===== src/rtl/sramc_pkg.sv =====
package sramc_pkg;

    typedef enum logic [2:0] {
        ST_IDLE,
        ST_RD_ACC,
        ST_RD_CAP,
        ST_WR_SETUP,
        ST_WR_PULSE,
        ST_WR_HOLD,
        ST_TURN
    } sramc_state_e;

    typedef struct packed {
        logic sel;
        logic rd_en;
        logic wr_en;
        logic drive;
    } sramc_strobe_t;

    function automatic int ns_to_cyc(input int ns, input int clk_ns);
        int c;
        c = (ns + clk_ns - 1) / clk_ns;
        return (c < 1) ? 1 : c;
    endfunction

    function automatic int max2(input int a, input int b);
        return (a > b) ? a : b;
    endfunction

endpackage


===== src/rtl/sramc_timer.sv =====
module sramc_timer #(
    parameter int CW = 5
) (
    input  logic          clk,
    input  logic          rst,
    input  logic          load,
    input  logic [CW-1:0] load_val,
    output logic          zero
);
    logic [CW-1:0] cnt;

    always_ff @(posedge clk) begin
        if (rst) begin
            cnt <= '0;
        end else if (load) begin
            cnt <= load_val;
        end else if (cnt != '0) begin
            cnt <= cnt - 1'b1;
        end
    end

    assign zero = (cnt == '0);
endmodule


===== src/rtl/sramc_fsm.sv =====
module sramc_fsm
    import sramc_pkg::*;
#(
    parameter int N_RD  = 18,
    parameter int N_AS  = 1,
    parameter int N_WP  = 14,
    parameter int N_WH  = 3,
    parameter int N_OHZ = 7
) (
    input  logic clk,
    input  logic rst,
    input  logic req_valid,
    input  logic req_write,
    output logic req_ready,
    output logic accept,
    output logic capture,
    output logic ack,
    output logic sel,
    output logic rd_en,
    output logic wr_en,
    output logic drive
);
    localparam int NMAX = max2(max2(N_RD, N_AS), max2(max2(N_WP, N_WH), N_OHZ));
    localparam int CW   = $clog2(NMAX + 1);

    sramc_state_e  state;
    sramc_strobe_t strb;
    logic          t_load;
    logic [CW-1:0] t_val;
    logic          t_zero;

    sramc_timer #(.CW(CW)) u_timer (
        .clk(clk), .rst(rst), .load(t_load), .load_val(t_val), .zero(t_zero)
    );

    assign req_ready = (state == ST_IDLE);
    assign accept    = req_ready && req_valid;
    assign capture   = (state == ST_RD_ACC) && t_zero;

    always_comb begin
        t_load = 1'b0;
        t_val  = '0;
        unique case (state)
            ST_IDLE: begin
                t_load = accept;
                t_val  = req_write ? CW'(N_AS - 1) : CW'(N_RD - 1);
            end
            ST_RD_CAP: begin
                t_load = 1'b1;
                t_val  = CW'(N_OHZ - 1);
            end
            ST_WR_SETUP: begin
                t_load = t_zero;
                t_val  = CW'(N_WP - 1);
            end
            ST_WR_PULSE: begin
                t_load = t_zero;
                t_val  = CW'(N_WH - 1);
            end
            default: begin
                t_load = 1'b0;
                t_val  = '0;
            end
        endcase
    end

    always_ff @(posedge clk) begin
        if (rst) begin
            state <= ST_IDLE;
            strb  <= '0;
            ack   <= 1'b0;
        end else begin
            ack <= 1'b0;
            unique case (state)
                ST_IDLE: if (req_valid) begin
                    strb.sel <= 1'b1;
                    if (req_write) begin
                        state <= ST_WR_SETUP;
                    end else begin
                        strb.rd_en <= 1'b1;
                        state      <= ST_RD_ACC;
                    end
                end
                ST_RD_ACC: if (t_zero) begin
                    ack   <= 1'b1;
                    state <= ST_RD_CAP;
                end
                ST_RD_CAP: begin
                    strb.sel   <= 1'b0;
                    strb.rd_en <= 1'b0;
                    state      <= ST_TURN;
                end
                ST_TURN: if (t_zero) state <= ST_IDLE;
                ST_WR_SETUP: if (t_zero) begin
                    strb.wr_en <= 1'b1;
                    state      <= ST_WR_PULSE;
                end
                ST_WR_PULSE: begin
                    strb.drive <= 1'b1;
                    if (t_zero) begin
                        strb.wr_en <= 1'b0;
                        state      <= ST_WR_HOLD;
                    end
                end
                ST_WR_HOLD: begin
                    strb.drive <= 1'b0;
                    if (t_zero) begin
                        strb.sel <= 1'b0;
                        ack      <= 1'b1;
                        state    <= ST_IDLE;
                    end
                end
                default: state <= ST_IDLE;
            endcase
        end
    end

    assign sel   = strb.sel;
    assign rd_en = strb.rd_en;
    assign wr_en = strb.wr_en;
    assign drive = strb.drive;


    no_oe_we_overlap_chk: assert property (@(posedge clk) disable iff (rst)
        !(rd_en && wr_en));


    drive_window_chk: assert property (@(posedge clk) disable iff (rst)
        drive |-> (wr_en || $past(wr_en)));


    ack_single_chk: assert property (@(posedge clk) disable iff (rst)
        ack |=> !ack);


    strobe_needs_sel_chk: assert property (@(posedge clk) disable iff (rst)
        (rd_en || wr_en || drive) |-> sel);


    busy_after_accept_chk: assert property (@(posedge clk) disable iff (rst)
        accept |=> !req_ready);
endmodule


===== src/rtl/sramc_dp.sv =====
module sramc_dp #(
    parameter int AW = 18,
    parameter int DW = 8
) (
    input  logic          clk,
    input  logic          rst,
    input  logic          accept,
    input  logic          capture,
    input  logic [AW-1:0] in_addr,
    input  logic [DW-1:0] in_wdata,
    input  logic [DW-1:0] dq_in,
    output logic [AW-1:0] addr_q,
    output logic [DW-1:0] wdata_q,
    output logic [DW-1:0] rdata_q
);
    always_ff @(posedge clk) begin
        if (rst) begin
            addr_q  <= '0;
            wdata_q <= '0;
            rdata_q <= '0;
        end else begin
            if (accept) begin
                addr_q  <= in_addr;
                wdata_q <= in_wdata;
            end
            if (capture) rdata_q <= dq_in;
        end
    end


    capture_not_accept_chk: assert property (@(posedge clk) disable iff (rst)
        !(accept && capture));
endmodule


===== src/rtl/sramc_top.sv =====
module sramc_top
    import sramc_pkg::*;
#(
    parameter int AW       = 18,
    parameter int DW       = 8,
    parameter int CLK_NS   = 4,
    parameter int T_AA_NS  = 70,
    parameter int T_RC_NS  = 70,
    parameter int T_OHZ_NS = 25,
    parameter int T_WC_NS  = 70,
    parameter int T_CW_NS  = 60,
    parameter int T_AW_NS  = 60,
    parameter int T_WP_NS  = 50,
    parameter int T_AS_NS  = 0,
    parameter int T_WR_NS  = 0,
    parameter int T_DW_NS  = 30
) (
    input  logic          clk,
    input  logic          rst,
    input  logic          req_valid,
    input  logic          req_write,
    input  logic [AW-1:0] req_addr,
    input  logic [DW-1:0] req_wdata,
    output logic          req_ready,
    output logic          ack,
    output logic [DW-1:0] rd_data,
    output logic [AW-1:0] mem_addr,
    output logic          mem_cs_n,
    output logic          mem_cs,
    output logic          mem_oe_n,
    output logic          mem_we_n,
    output logic [DW-1:0] mem_dq_o,
    output logic          mem_dq_oe,
    input  logic [DW-1:0] mem_dq_i
);
    localparam int N_AA  = ns_to_cyc(T_AA_NS, CLK_NS);
    localparam int N_RD  = max2(N_AA, ns_to_cyc(T_RC_NS, CLK_NS) - 1);
    localparam int N_AS  = ns_to_cyc(T_AS_NS, CLK_NS);
    localparam int N_DW  = ns_to_cyc(T_DW_NS, CLK_NS);
    localparam int N_WP  = max2(max2(ns_to_cyc(T_WP_NS, CLK_NS), N_DW + 1),
                                max2(ns_to_cyc(T_CW_NS, CLK_NS) - N_AS,
                                     ns_to_cyc(T_AW_NS, CLK_NS) - N_AS));
    localparam int N_WH  = max2(ns_to_cyc(T_WR_NS, CLK_NS),
                                ns_to_cyc(T_WC_NS, CLK_NS) - N_AS - N_WP);
    localparam int N_OHZ = ns_to_cyc(T_OHZ_NS, CLK_NS);

    logic accept, capture, sel, rd_en, wr_en, drive;

    sramc_fsm #(
        .N_RD(N_RD), .N_AS(N_AS), .N_WP(N_WP), .N_WH(N_WH), .N_OHZ(N_OHZ)
    ) u_fsm (
        .clk(clk), .rst(rst), .req_valid(req_valid), .req_write(req_write),
        .req_ready(req_ready), .accept(accept), .capture(capture), .ack(ack),
        .sel(sel), .rd_en(rd_en), .wr_en(wr_en), .drive(drive)
    );

    sramc_dp #(.AW(AW), .DW(DW)) u_dp (
        .clk(clk), .rst(rst), .accept(accept), .capture(capture),
        .in_addr(req_addr), .in_wdata(req_wdata), .dq_in(mem_dq_i),
        .addr_q(mem_addr), .wdata_q(mem_dq_o), .rdata_q(rd_data)
    );

    assign mem_cs_n  = ~sel;
    assign mem_cs    = sel;
    assign mem_oe_n  = ~rd_en;
    assign mem_we_n  = ~wr_en;
    assign mem_dq_oe = drive;


    addr_hold_chk: assert property (@(posedge clk) disable iff (rst)
        (sel && $past(sel)) |-> $stable(mem_addr));


    idle_deselect_chk: assert property (@(posedge clk) disable iff (rst)
        req_ready |-> (mem_we_n && !mem_dq_oe));
endmodule


===== config.mk =====
export PLATFORM = sky130hd
export DESIGN_NAME = sramc_top
export DESIGN_NICKNAME = d
export VERILOG_FILES = /design/src/rtl/sramc_pkg.sv /design/src/rtl/sramc_timer.sv /design/src/rtl/sramc_fsm.sv /design/src/rtl/sramc_dp.sv /design/src/rtl/sramc_top.sv
export SDC_FILE = /design/constraint.sdc
export NUM_CORES = 1
export LEC_CHECK = 0
export BUFFER_PORTS_ARGS = -buffer_cell sky130_fd_sc_hd__buf_2
export CAP_MARGIN = 0
export CORE_MARGIN = 2
export CORE_UTILIZATION = 45
export CTS_CLUSTER_DIAMETER = 60
export DETAILED_ROUTE_END_ITERATION = 10
export PLACE_DENSITY_LB_ADDON = 0.2
export SYNTH_ARGS = -nofsm -noshare
export SYNTH_HDL_FRONTEND = slang
export SYNTH_HIERARCHICAL = 1
export SYNTH_SLANG_ARGS = --single-unit
export TNS_END_PERCENT = 100

===== constraint.sdc =====
create_clock -name clk -period 4.9 [get_ports clk]
set_clock_uncertainty 0.1 [all_clocks]
set_input_delay 0.245 -clock clk [delete_from_list [all_inputs] [get_ports clk]]
set_output_delay 0.245 -clock clk [all_outputs]
set_load 0.02 [all_outputs]

## Yosys cells after proc, flatten, opt, wreduce, memory -nomap -nowiden

Index checks and enable logic that the tools add are counted.

| storage, ports and cells | value |
|---|---|
| bits in registers | 47 |
| bits in latches | 0 |
| memory bits (writable) | 0 |
| ROM bits | 0 |
| bits of input ports | 38 |
| output and inout bits | 41 |
| word-level logic and storage cells | 67 |
| memories | 0 |

| cells by class | value |
|---|---|
| add/sub/neg operators | 1 |
| multiply operators | 0 |
| divide/modulo/power cells | 0 |
| $lt $le $gt $ge | 0 |
| eq/ne operators | 13 |
| shift operators | 0 |
| mux-type cells | 21 |
| bitwise operators | 4 |
| reductions and logical operators | 18 |

Operator list:

| cell | number |
|---|---|
| case mux 5 bit (4 select lines) | 1 |
| case mux 3 bit (6 select lines) | 1 |
| two-way mux 3 bit | 5 |
| two-way mux 5 bit | 3 |
| inequality test 2 x 1 -> 1 bit (second input constant) | 5 |
| equality test 3 bit (second input constant) | 3 |
| AND reduction 3 bit | 3 |
| nonzero test 2 bit | 4 |
| OR reduction 2 bit | 4 |
| equality test 3 x 2 -> 1 bit (second input constant) | 2 |
| case mux 1 bit (2 select lines) | 3 |
| case mux 1 bit (3 select lines) | 2 |
| logical NOT 5 bit | 1 |
| AND reduction 5 bit | 1 |
| nonzero test 5 bit | 1 |
| subtractor 5 x 1 -> 5 bit (second input constant) | 1 |
| two-way mux 1 bit | 4 |
| two-way mux 2 bit | 2 |
| inequality test 2 bit (second input constant) | 2 |
| NOT 1 bit | 4 |
| equality test 3 x 1 -> 1 bit (second input constant) | 1 |
| logical NOT 3 bit | 1 |
| nonzero test 3 bit | 1 |
| logical AND 1 bit | 2 |

## Logic depth before layout (Yosys ltp)

| logic depth | value |
|---|---|
| word-level depth | 4 |
| gate-level depth with buffers | 10 |
| gate-level depth less buffers | 9 |

## Cells and area by module

The synthesis kept the hierarchy.

Modules (own cells, without submodules):

| module | instances | cells an instance | area an instance (um^2) | seq. area each (um^2) |
|---|---|---|---|---|
| sramc_dp | 1 | 110 | 1224.9 | 680.7 |
| sramc_fsm | 1 | 59 | 483.0 | 160.2 |
| sramc_timer | 1 | 32 | 287.8 | 100.1 |
| sramc_top | 1 | 3 | 11.3 | 0.0 |

## Worst setup path before layout

No wires, ideal clock.

| path | value |
|---|---|
| kind | register -> register |
| start point | register u_fsm.u_timer.cnt[0] |
| end point | register u_fsm.u_timer.cnt[1] |
| data arrival time | 2.178 ns |
| setup slack | 2.500 ns |
| cell stages (with the launch flop) | 11 |
| path buffers | 1 |
| clock period less this slack | 2.400 ns |
| cells stage by stage | dfxtp_1 > inv_1 > ha_1 > nor4b_4 > buf_4 > nand2_2 > nor3_1 > o21bai_1 > inv_1 > and4_2 > a311o_1 |

| between the ends | value |
|---|---|
| word-level cells in the longest chain between the ends | 3 |
| elaborated cells between the ends (all ways) | 7 |

RTL lines:

| element | RTL line | RTL |
|---|---|---|
| start: declaration | sramc_timer.sv:10 | `logic [CW-1:0] cnt;` |
| start signal: assignment | sramc_timer.sv:16 | `cnt <= load_val;` |
| start signal: assignment | sramc_timer.sv:18 | `cnt <= cnt - 1'b1;` |
| logical NOT 5 bit * | sramc_timer.sv:22 | `assign zero = (cnt == '0);` |
| net u_fsm.t_zero | sramc_fsm.sv:30 | `logic t_zero;` |
| case mux 1 bit (3 select lines) * | sramc_fsm.sv:43 | `unique case (state)` |
| net u_fsm.t_load | sramc_fsm.sv:28 | `logic t_load;` |
| two-way mux 5 bit / nonzero test 2 bit (equally long branches) | -- |  |

Mark *: on every way through the listed nets, which the timed path passes. The rest lies on a longest branch. The select of a mux whose other input is x is not followed.
A chain may end at the register's enable or synchronous reset.

## Final worst setup path

Same ends and word-level chain as after synthesis.

==> results.py <==
metrics = {
    "outcome": {
        "status": "finished, final reports clean",
    },
    "setup_path": {
        "setup.worst_path.end_class": "flop",
        "arrival_ns": 2.96,
        "crit_chain": "inv_1 -> ha_1 -> nor4b_4 -> nand2_2 -> nor3_1 -> o21bai_1 -> inv_1 -> and4_2 -> a311o_1",
        "critPathMaxStageDelay_ns": 0.64,
        "crit_buf_inv": 2,
        "cp_max_fo": 13,
        "crit_path_top_delay_cell": "nor4b_4",
        "cp.required_ns": 4.99,
        "cpLargestDelayFamily": "simple AND/OR/NAND/NOR gates",
        "cp-start-kind": "flop",
        "r2r-start": "u_fsm/u_timer/cnt[0]$_SDFFE_PP0P_",
        "path_common_cell": "inv_1",
        "startpoint": "u_fsm/u_timer/cnt[0]$_SDFFE_PP0P_",
        "critical_path_class": "flop to flop",
    },
    "cells_and_area": {
        "drive_gt1_share_pct": 34.66,
        "n_antenna_cell": 0,
        "area_growth_pct": 22.32,
        "multiInputGateArea_um2": 905.9,
        "mostFrequentLayoutCell": "buf_2",
        "mostFrequentLayoutCells": "buf_2 (78), dfxtp_1 (47), nor2_1 (43)",
        "finalNetCount": 315,
        "fillers": 414,
        "regArea_um2": 940.9,
    },
    "global_route": {
        "grt_pass1_wl_um": 6437,
        "met3_usage_pct": 4.843,
        "grt_max_degree": 48,
        "antenna_found_initial": 0,
        "met2_usage_pct": 25.65,
        "grtUsageMet1_pct": 20.34,
        "track_usage_pct": 15.85,
        "grt_pass1_vias": 1447,
        "grt-busiest-layer": "met2",
        "overflow": 0,
    },
    "floorplan": {
        "dieArea_um2": 5010,
        "rows": 24,
        "coreArea_um2": 4324,
        "die_width_um": 70.78,
        "die_h_um": 70.78,
        "boundaryPins": 79,
        "start_util_pct": 46.41,
    },
    "clock_network": {
        "tritoncts": "done",
        "clockBufferDepth": 2,
        "cts_made_buffers": 5,
        "cts_setup_buffers": 0,
        "htree_num_levels": 2,
        "clk_latency_ns": 0.30,
        "root_buffer": "clkbuf_8",
        "post_cts_resized": 0,
        "cts-hold-fix-buffers": 0,
        "clkSinkCount": 47,
        "clk_transition_reported_paths_ns": 0.09,
    },
    "place": {
        "place.gp.congestion": 0.8524,
        "hpwl_um": 2761,
        "io_buffers": 78,
    },
    "drt": {
        "drc_errors": 0,
        "totalWireLength_um": 3966,
        "viasPerCell": 4.866,
        "antenna_left": 0,
        "vias": 1601,
        "dr.first_iter.drc_count": 65,
        "dr.pass1.iters": 5,
        "route.detailed.wl_per_inst_um": 12.05,
    },
    "logic_synthesis": {
        "netlist_area_um2": 2007,
        "synthesis.nets": 243,
        "yosys-top-cells-area": "dfxtp_1 (47%), mux2i_1 (17%), nor2_1 (8.0%)",
        "yosys_most_used_dff": "dfxtp_1",
        "syn_avg_cell_area_um2": 9.838,
        "synthCells": 204,
        "synth_edf_count": 0,
        "yosys.area.top_type_share_pct": 46.88,
        "ys_warn_count": 6,
        "synthDistinctLibCells": 42,
        "synth_top_area_cell": "dfxtp_1",
        "synth-async-reset-ratio_pct": 0,
        "synth_seq_cells": 47,
        "yosysSeqAreaShare_pct": 46.88,
    },
    "pwr": {
        "p_clk_share_pct": 18.0,
        "p_leak_nw": 1.151,
        "combPwrFrac_pct": 42.8,
        "power.density_nw_per_um2": 574.5,
        "intPower_w": 0.0008570,
        "netSwitchingFraction_pct": 39.24,
        "seqPwrFrac_pct": 39.3,
        "p_switching_w": 0.0005533,
        "finalPower_w": 0.001410,
        "vdd_drop_max_mv": 0.2767,
    },
    "sta": {
        "fin_crit_sh_pct": 58.44,
        "final.min_clock_period_ns": 2.864,
        "max_freq_ghz": 0.3492,
        "setup_viol": 0,
        "worst_pin_slew_ns": 0.8388,
        "relSlewSlack_pct": 43.87,
        "setup_tns_ns": 0,
        "hold_viol": 0,
        "rsz0062_at_grt": "false",
        "whs_ns": 0.08226,
        "slew_viol_final": 0,
    },
    "hold_path": {
        "min-delay-start": "req_wdata[3]",
        "hold_path.class": "primary input to flop",
    },
    "run": {
        "max_cap_viol_count": 0,
    },
}
-- flip-flops by register name, summed over array words and instances, names as in the netlist --
signal,flops
u_fsm/rd_en,1
u_dp/addr_q,18
u_fsm/drive,1
u_fsm/wr_en,1
u_dp/wdata_q,8
u_fsm/u_timer/cnt,5
u_dp/rdata_q,8
u_fsm/sel,1
u_fsm/ack,1
u_fsm/state,3
-- worst paths after layout --
path,depth (start not counted),slack (ns),to
worst min-delay path,3,0.08,u_dp/wdata_q[3]$_SDFFE_PP0P_
worst max-delay path,9,2.04,u_fsm/u_timer/cnt[1]$_SDFFE_PP0P_
worst min register to register,2,0.39,u_dp/addr_q[5]$_SDFFE_PP0P_
worst max register to register,9,2.04,u_fsm/u_timer/cnt[1]$_SDFFE_PP0P_
-- per-layer routing --
metal	share of wire (%)	vias to the layer above	routed length [µm]
li1	-	833	-
met1	47	710	1850
met2	45	52	1796
met3	6.8	6	270
met4	1.2	0	49
met5	0	-	0
-- layout make-up --
type / instances / share of cell area [%]
repair buffers: 79 / 16.21
clock inverters: 1 / 0.3058
well taps: 52 / 2.650
flip-flops and latches: 47 / 38.33
multi-input cells: 132 / 36.90
inverters: 11 / 1.682
clock buffers: 7 / 3.925
-- synth_stat cells (2+ instances only) --
cell      number
nor2_1        43
nand2_1        4
inv_1         11
buf_4          3
and2b_4        2
nor4_1         2
dfxtp_1       47
clkbuf_1       2
buf_2          4
nor3_1         6
nand2b_1       2
a21o_1         2
nand3b_1       2
a211oi_1       2
mux2i_1       34
buf_12         2
a21oi_1        9
buf_6          3
-- power groups by stage --
stage                     Combinational, W  Sequential [W]  Clock (W)
after floorplan                   0.000478        0.000595          0
after CTS                         0.000606        0.000555   0.000263
after detailed placement          0.000602        0.000563          0
after global routing              0.000658        0.000570   0.000278
final                             0.000603        0.000554   0.000253
after global placement            0.000597        0.000560          0
-- tightest hold or removal path: stages --
cell and delay (ns):
buf_2 0.07, mux2i_1 0.06, nor2_1 0.07
-- stage by stage --
| step | area, µm² | setup slack (ns) | cells | utilization (%) |
|---|---|---|---|---|
| 3_3_place_gp | 2351 | 2.202 | 321 | 54.37 |
| 3_5_place_dp | 2351 | 2.072 | 321 | 54.37 |
| 2_1_floorplan | 2007 | 2.500 | 204 | - |
| 5_1_grt | 2455 | 1.787 | 329 | 56.77 |
| 6_report | 2455 | 2.036 | 329 | 56.77 |
| 4_1_cts | 2455 | 2.059 | 329 | 56.77 |
-- kinds of logic after synthesis --
group | count (synthesis) | share of synthesized area, %
xor gates and xnor gates | 2 | 0.8730
adders and majority gates | 1 | 0.6233
buffers and inverters | 25 | 8.230
AOI/OAI and AO/OA | 25 | 8.541
muxes | 34 | 16.96
DFF | 47 | 46.88
and+or+nand+nor | 70 | 17.89
No activity file was read; power rests on OpenSTA's default activity.
